## src/rtl/fu_hs_pkg.sv

```systemverilog
package fu_hs_pkg;

  typedef enum logic [1:0] {
    PH_IDLE   = 2'd0,
    PH_FETCH  = 2'd1,
    PH_EXEC   = 2'd2,
    PH_RETIRE = 2'd3
  } phase_t;

endpackage

```

## src/rtl/fu_opnd_bank.sv

```systemverilog
module fu_opnd_bank #(
  parameter int NSRC = 3,
  parameter int DW   = 16
) (
  input  logic               clk,
  input  logic               rst,
  input  logic [NSRC-1:0]    load,
  input  logic [NSRC*DW-1:0] src,
  output logic [NSRC*DW-1:0] opnd
);

  // one independent capture register per source port
  for (genvar g = 0; g < NSRC; g++) begin : g_port
    logic [DW-1:0] q;
    always_ff @(posedge clk) begin
      if (rst)
        q <= '0;
      else if (load[g])
        q <= src[g*DW +: DW];
    end
    assign opnd[g*DW +: DW] = q;
  end

endmodule

```

## src/rtl/fu_result_hold.sv

```systemverilog
module fu_result_hold #(
  parameter int DW = 16
) (
  input  logic          clk,
  input  logic          rst,
  input  logic          capture,
  input  logic [DW-1:0] alu_res,
  input  logic          drive,
  output logic [DW-1:0] result
);

  logic [DW-1:0] held;

  always_ff @(posedge clk) begin
    if (rst)
      held <= '0;
    else if (capture)
      held <= alu_res;
  end

  // result goes out in the grant cycle itself
  assign result = drive ? held : '0;

endmodule

```

## src/rtl/fu_seq_ctl.sv

```systemverilog
module fu_seq_ctl
  import fu_hs_pkg::*;
#(
  parameter int NSRC = 3
) (
  input  logic            clk,
  input  logic            rst,
  input  logic            issue,
  input  logic            kill,
  input  logic            shadow_n,
  input  logic [NSRC-1:0] rd_gnt,
  input  logic            alu_in_ready,
  input  logic            alu_out_valid,
  input  logic            wr_gnt,
  output logic            busy,
  output logic [NSRC-1:0] rd_req,
  output logic [NSRC-1:0] load,
  output logic            alu_in_valid,
  output logic            alu_out_ready,
  output logic            capture,
  output logic            wr_req,
  output logic            drive
);

  localparam logic [NSRC-1:0] ALL_SRC = {NSRC{1'b1}};

  phase_t          phase;
  logic [NSRC-1:0] req_left;

  assign req_left = rd_req & ~rd_gnt;
  assign load     = rd_req & rd_gnt & {NSRC{~kill}};
  assign capture  = alu_out_ready & alu_out_valid & ~kill;
  assign drive    = wr_req & wr_gnt;
  assign busy     = (phase != PH_IDLE);

  always_ff @(posedge clk) begin
    if (rst || kill) begin
      phase         <= PH_IDLE;
      rd_req        <= '0;
      alu_in_valid  <= 1'b0;
      alu_out_ready <= 1'b0;
      wr_req        <= 1'b0;
    end else begin
      unique case (phase)
        PH_IDLE: begin
          if (issue) begin
            phase  <= PH_FETCH;
            rd_req <= ALL_SRC;
          end
        end
        PH_FETCH: begin
          rd_req <= req_left;
          if (req_left == '0) begin
            phase        <= PH_EXEC;
            alu_in_valid <= 1'b1;
          end
        end
        PH_EXEC: begin
          if (alu_in_valid && alu_in_ready) begin
            alu_in_valid  <= 1'b0;
            alu_out_ready <= 1'b1;
          end else if (alu_out_ready && alu_out_valid) begin
            alu_out_ready <= 1'b0;
            phase         <= PH_RETIRE;
          end
        end
        PH_RETIRE: begin
          if (wr_req && wr_gnt) begin
            wr_req <= 1'b0;
            phase  <= PH_IDLE;
          end else if (shadow_n) begin
            wr_req <= 1'b1;
          end
        end
        default: phase <= PH_IDLE;
      endcase
    end
  end

endmodule

```

## src/rtl/fu_hshake.sv

```systemverilog
module fu_hshake #(
  parameter int NSRC = 3,
  parameter int DW   = 16
) (
  input  logic               clk,
  input  logic               rst,
  input  logic               issue_i,
  input  logic               kill_i,
  input  logic               shadow_n_i,
  output logic               busy_o,
  output logic [NSRC-1:0]    rd_req_o,
  input  logic [NSRC-1:0]    rd_gnt_i,
  input  logic [NSRC*DW-1:0] src_i,
  output logic [NSRC*DW-1:0] alu_opnd_o,
  output logic               alu_in_valid_o,
  input  logic               alu_in_ready_i,
  input  logic [DW-1:0]      alu_res_i,
  input  logic               alu_out_valid_i,
  output logic               alu_out_ready_o,
  output logic               wr_req_o,
  input  logic               wr_gnt_i,
  output logic [DW-1:0]      result_o
);

  logic [NSRC-1:0] load;
  logic            capture;
  logic            drive;

  fu_seq_ctl #(.NSRC(NSRC)) u_ctl (
    .clk           (clk),
    .rst           (rst),
    .issue         (issue_i),
    .kill          (kill_i),
    .shadow_n      (shadow_n_i),
    .rd_gnt        (rd_gnt_i),
    .alu_in_ready  (alu_in_ready_i),
    .alu_out_valid (alu_out_valid_i),
    .wr_gnt        (wr_gnt_i),
    .busy          (busy_o),
    .rd_req        (rd_req_o),
    .load          (load),
    .alu_in_valid  (alu_in_valid_o),
    .alu_out_ready (alu_out_ready_o),
    .capture       (capture),
    .wr_req        (wr_req_o),
    .drive         (drive)
  );

  fu_opnd_bank #(.NSRC(NSRC), .DW(DW)) u_opnd (
    .clk  (clk),
    .rst  (rst),
    .load (load),
    .src  (src_i),
    .opnd (alu_opnd_o)
  );

  fu_result_hold #(.DW(DW)) u_hold (
    .clk     (clk),
    .rst     (rst),
    .capture (capture),
    .alu_res (alu_res_i),
    .drive   (drive),
    .result  (result_o)
  );

endmodule

```

## config.mk

```make
export PLATFORM = sky130hd
export DESIGN_NAME = fu_hshake
export DESIGN_NICKNAME = d
export VERILOG_FILES = /design/src/rtl/fu_hs_pkg.sv /design/src/rtl/fu_opnd_bank.sv /design/src/rtl/fu_result_hold.sv /design/src/rtl/fu_seq_ctl.sv /design/src/rtl/fu_hshake.sv
export SDC_FILE = /design/constraint.sdc
export NUM_CORES = 1
export LEC_CHECK = 0
export BUFFER_PORTS_ARGS = -buffer_cell sky130_fd_sc_hd__buf_4
export CORE_MARGIN = 5
export CORE_UTILIZATION = 45
export CTS_BUF_LIST = sky130_fd_sc_hd__clkbuf_8
export DETAILED_ROUTE_END_ITERATION = 6
export HOLD_SLACK_MARGIN = 0.06
export PLACE_DENSITY_LB_ADDON = 0.25
export RECOVER_POWER = 50
export SLEW_MARGIN = 20
export SYNTH_ARGS = -nofsm -noshare
export SYNTH_HDL_FRONTEND = slang
export SYNTH_SLANG_ARGS = --single-unit
```

## constraint.sdc

```tcl
create_clock -name clk -period 1.5 [get_ports clk]
set_clock_uncertainty 0.05 [all_clocks]
set_input_delay 0.225 -clock clk [delete_from_list [all_inputs] [get_ports clk]]
set_output_delay 0.225 -clock clk [all_outputs]
set_load 0.05 [all_outputs]
```

; Yosys cells after proc, flatten, opt, wreduce, memory -nomap -nowiden
; Index checks and enable logic that the tools add are counted.
[classes]
n_eq_ne = 9
mux = 16
bitwise = 8
n_reduce_logical = 16
[ops]
columns = cell, n
row1 = 16-bit two-way mux, 1
row2 = 2-bit two-way mux, 5
row3 = 2-bit nonzero test, 5
row4 = 3-bit bitwise AND, 3
row5 = "2-bit by 1-bit != test with 1-bit output, second input constant", 4
row6 = 2-bit one-hot mux with 4 select lines, 1
row7 = 1-bit two-way mux, 6
row8 = 3-bit one-hot mux with 2 select lines, 1
row9 = 2-bit AND reduction, 3
row10 = 5-bit AND reduction, 1
row11 = "2-bit == test, second input constant", 2
row12 = "2-bit != test, second input constant", 2
row13 = 1-bit bitwise AND, 3
row14 = 1-bit logical AND, 3
row15 = 3-bit zero test, 1
row16 = 3-bit two-way mux, 1
row17 = 3-bit NOT, 1
row18 = 3-bit AND reduction, 1
row19 = "2-bit by 1-bit == test with 1-bit output, second input constant", 1
row20 = 2-bit zero test, 1
row21 = 1-bit one-hot mux with 2 select lines, 1
row22 = 1-bit logical OR, 1
row23 = 1-bit NOT, 1
[word_totals]
reg_bits = 72
in_bits = 75

; Longest topological paths before layout
[depth]
ltp_word = 5
ltp_mapped = 6
depth_no_buf = 6

; Cells and area by module
; Synthesis repeated with hierarchy kept, for this count alone.
[hier_totals]
cells_unflattened = 290
hier_area_um2 = 2956.6
[by_module_without_submodules]
columns = module, instances, cells_each, area_each_um2, seq_area_each_um2
row1 = fu_opnd_bank, 1, 155, 1740.4, 960.9
row2 = fu_result_hold, 1, 69, 684.4, 320.3
row3 = fu_seq_ctl, 1, 66, 531.8, 160.2

; Worst setup path before layout
; OpenSTA, ideal clock, no wires.
[synth_timing]
kind = register to output
startpoint = register u_ctl.wr_req
endpoint = output port result_o[0]
arrival_ns = 1.574
path_slack_ns = -0.349
stages_incl_launch_ff = 4
n_path_buf = 2
path_cell_list = dfxtp_1 > clkbuf_1 > clkbuf_1 > and3_1
[synth_via]
elab_chain_len = 2
[synth_rtl]
columns = element, line
row1 = "start, declared", fu_seq_ctl.sv:21  ; output logic wr_req,
row2 = "start signal, assigned", fu_seq_ctl.sv:42  ; wr_req <= 1'b0;
row3 = "start signal, assigned", fu_seq_ctl.sv:69  ; wr_req <= 1'b0;
row4 = "start signal, assigned", fu_seq_ctl.sv:72  ; wr_req <= 1'b1;
row5 = 1-bit bitwise AND, fu_seq_ctl.sv:33  ; assign drive = wr_req & wr_gnt;
row6 = 16-bit two-way mux, fu_result_hold.sv:22  ; assign result = drive ? held : '0;
row7 = "end, declared", fu_hshake.sv:22  ; output logic [DW-1:0] result_o
; No other way between the ends.

; Worst setup path after layout
; Ends and elaborated chain as after synthesis.

==> impl_results.md <==
- First-pass GRT wire length: 12.8 mm
- Status: complete, no violations
- Initial Util: 0.459
- Total congestion overflow: 0
- DRT Pass-1 Iters: 4
- WL final: 8.09 mm
- Post-layout min period: 1.47 ns
- Via count: 2883
- PD cells: 1060 mW/mm^2
- Root Buffer: clkbuf_8
- Reg2reg start: u_ctl.rd_req[0]
- Reg2reg setup slack: 0.13 ns
- Max-cap violations: 0
- DRT iter0 DRCs: 118
- Synth warn: 0
- Syn Nets: 446
- Cell-internal power: 3.45 mW
- Post-synth cell types: 24
- Max-slew headroom: 0.635
- CTS buffer count: 9
- FMAX: 0.679 GHz
- Clock Latency Late Sink: 0.34 ns
- Share of cells above drive strength 1: 0.380
- Area growth, synth to finish: 45.7%
- Mapped Avg Cell Area: 7.92 um^2
- Sw frac: 0.226
- Tcrit/Tclk final: 0.981
- Clock share of power: 0.456
- Main combinational cell family by area after synthesis: simple AND/OR/NAND/NOR gates
- Post-layout nets: 585
- Startpoint Class: register
- HPWL after DPL: 5.86 mm
- Vias per Instance: 4.91
- Number of flops mapped to enable cells by yosys: 0
- Register area share after synthesis: 0.497
- Crit end category: primary output
- PortBufs: 145
- Worst-case clock buffer depth: 2
- Final Hold Fails: 0
- Yosys top cell area share: 0.497
- Die width: 90.2 um
- Combinational power share: 0.105
- P_leak: 1.81 nW
- Worst-path fanout max: 9
- Hold wc startpoint: src_i[31]
- CTS sink count: 72
- Sequential cell fraction of total power: 0.439
- Worst min path class: in2reg
- Post-synthesis mux area share: 0.00691
- Adder-cell share of the synthesized area: 0.0216
- Chip Height: 90.2 um
- Compound-Gate Fraction of Synth Area: 0.146
- Most common cell in the netlist: nand2_1
- All-Layer GR Usage: 0.189
- Switching pwr: 1.01 mW
- ANT cells: 0
- CTS tree: yes
- Area contributors post-synth: dfxtp_1 (50%), nand2_1 (18%), a21oi_1 (12%)
- Total die area: 0.00814 mm^2
- I/O pin cnt: 146
- Yosys reg bits: 72
- Reg2Reg Capture Point: u_opnd.g_port[0].q[10]
- WS Path Type: reg2out
- Initial antenna violation count: 0
- Worst endpoint required time: 1.22 ns
- Post-Synth XOR/XNOR Area: 0
- DR WL/cell: 13.8 um
- Synth area leader: dfxtp_1
- CTS HTree Levels: 3
- Core Box Area: 0.00631 mm^2
- Fin Hold WS: 0.0724 ns
- Post-synth top cells: nand2_1 (139), a21oi_1 (72), dfxtp_1 (72)
- Row cnt: 29
- Syn Inst Count: 366
- Clock transition at the registers of the reported paths: 0.08 ns
- Worst setup path startpoint: u_ctl.wr_req
- Worst slew pin tran: 0.547 ns
- Most common flop cell mapped by yosys: dfxtp_1
- Routability Congestion: 0.727
- Worst Path Arrival: 1.20 ns
- DRC: 0
- Post-synth ARST share: 0
- DRT antenna net count: 0
- Post-Synth Simple-Gate Area: 0.275
- Tot Pwr: 4.46 mW
- Pins over their slew limit: 0
- Maximum vdd drop: 0.000688 V
- Vias in the first global route: 2803
- Synth Cell Area: 0.00290 mm^2
- Largest net degree at the start of global routing: 34
- Setup Viol. Count Final: 0
- Reg2reg path depth: 5
- CP endpoint: result_o[0]
[routing by layer]
| metal | share of wire | GRT usage |
|---|---|---|
| met2 | 0.47 | 0.315 |
| met5 | 0 | 0 |
| met1 | 0.42 | 0.218 |
| met4 | 0.014 | 0.0707 |
| met3 | 0.087 | 0.0710 |
[per-stage QoR]
stage / cells / instance area, um^2 / setup WS [ns] / utilization / TNS, ns
final: 587 / 4220 / 0.0282 / 0.669 / 0
after global routing: 587 / 4220 / -0.00670 / 0.669 / -0.0182
after CTS: 585 / 4300 / 0.00268 / 0.681 / 0
after detailed placement: 568 / 4000 / 0.0896 / 0.634 / 0
after global placement: 568 / 4000 / 0.134 / 0.634 / 0
after floorplan: 366 / 2940 / 0.00698 / - / 0
[cell families (layout without fill, tap and decap cells)]
group,after synthesis,count (layout)
mux,2,2
fa+ha+maj,5,5
compound gates,79,79
simple gates,181,181
buf+inv,27,171
flops,72,72
[flip-flops by register name, indices dropped and copies added (netlist names)]
name and cells:
u_ctl.wr_req 1, u_opnd.g_port.q 48, u_ctl.alu_in_valid 1, u_ctl.alu_out_ready 1, u_ctl.rd_req 3, u_hold.held 16, u_ctl.phase 2
[layout by cell type, fill, tap and decap left out, types with 2 or more instances in the layout]
| cell | instances |
|---|---|
| or2_1 | 5 |
| a21oi_1 | 72 |
| clkbuf_8 | 10 |
| nor2_4 | 4 |
| nor2_1 | 8 |
| inv_1 | 2 |
| nand2_1 | 140 |
| ha_1 | 4 |
| o21ai_0 | 3 |
| bufinv_16 | 4 |
| and3_1 | 5 |
| dfxtp_2 | 3 |
| buf_4 | 89 |
| dfxtp_1 | 66 |
| mux2i_1 | 2 |
| dfxtp_4 | 3 |
| a311oi_1 | 2 |
| buf_6 | 7 |
| clkbuf_2 | 53 |
| inv_2 | 3 |
| and3_2 | 6 |
| nor2b_1 | 2 |
| and3_4 | 5 |
[worst min path at each step]
| stage | end | slack, ns | cells past startpoint |
|---|---|---|---|
| 3_5_place_dp | u_ctl.alu_in_valid | 0.39 | 2 |
| 3_3_place_gp | u_hold.held[15] | 0.39 | 2 |
| 5_1_grt | u_opnd.g_port[1].q[8] | 0.07 | 3 |
| 4_1_cts | u_opnd.g_port[1].q[8] | 0.06 | 3 |
| 2_1_floorplan | u_ctl.wr_req | 0.28 | 1 |
| 6_report | u_opnd.g_port[1].q[15] | 0.07 | 3 |
[critical path: stages, from the launching register on]
cell	delay, ns
dfxtp_4	0.36
buf_12	0.13
and3_2	0.17
buf_4	0.19
[power groups by stage]
stage / Clock [mW] / Combinational, mW / Sequential (mW)
final: 2.03 / 0.469 / 1.96
after global routing: 2.14 / 0.504 / 1.96
after CTS: 2.06 / 0.483 / 1.96
after detailed placement: 0 / 0.472 / 2.00
after global placement: 0 / 0.468 / 2.00
after floorplan: 0 / 0.154 / 2.09
[area by class of cell]
class	instances	area [um^2]
Clock buffer	10	138
Tap cell	77	96.3
Timing Repair Buffer	151	1040
Clock inverter	6	131
Multi-Input combinational cell	267	1340
Fill cell	552	2090
Sequential cell	72	1460
Inverter	4	15.0
[what timing repair did]
action                                 4_1_cts  5_1_grt
gates resized for setup                      5       13
setup endpoints to repair                    1       16
hold buffers                                 1        0
endpoints found under the hold margin        1        0
buffers inserted                             0        2
Power figures use the tool's default switching activity.
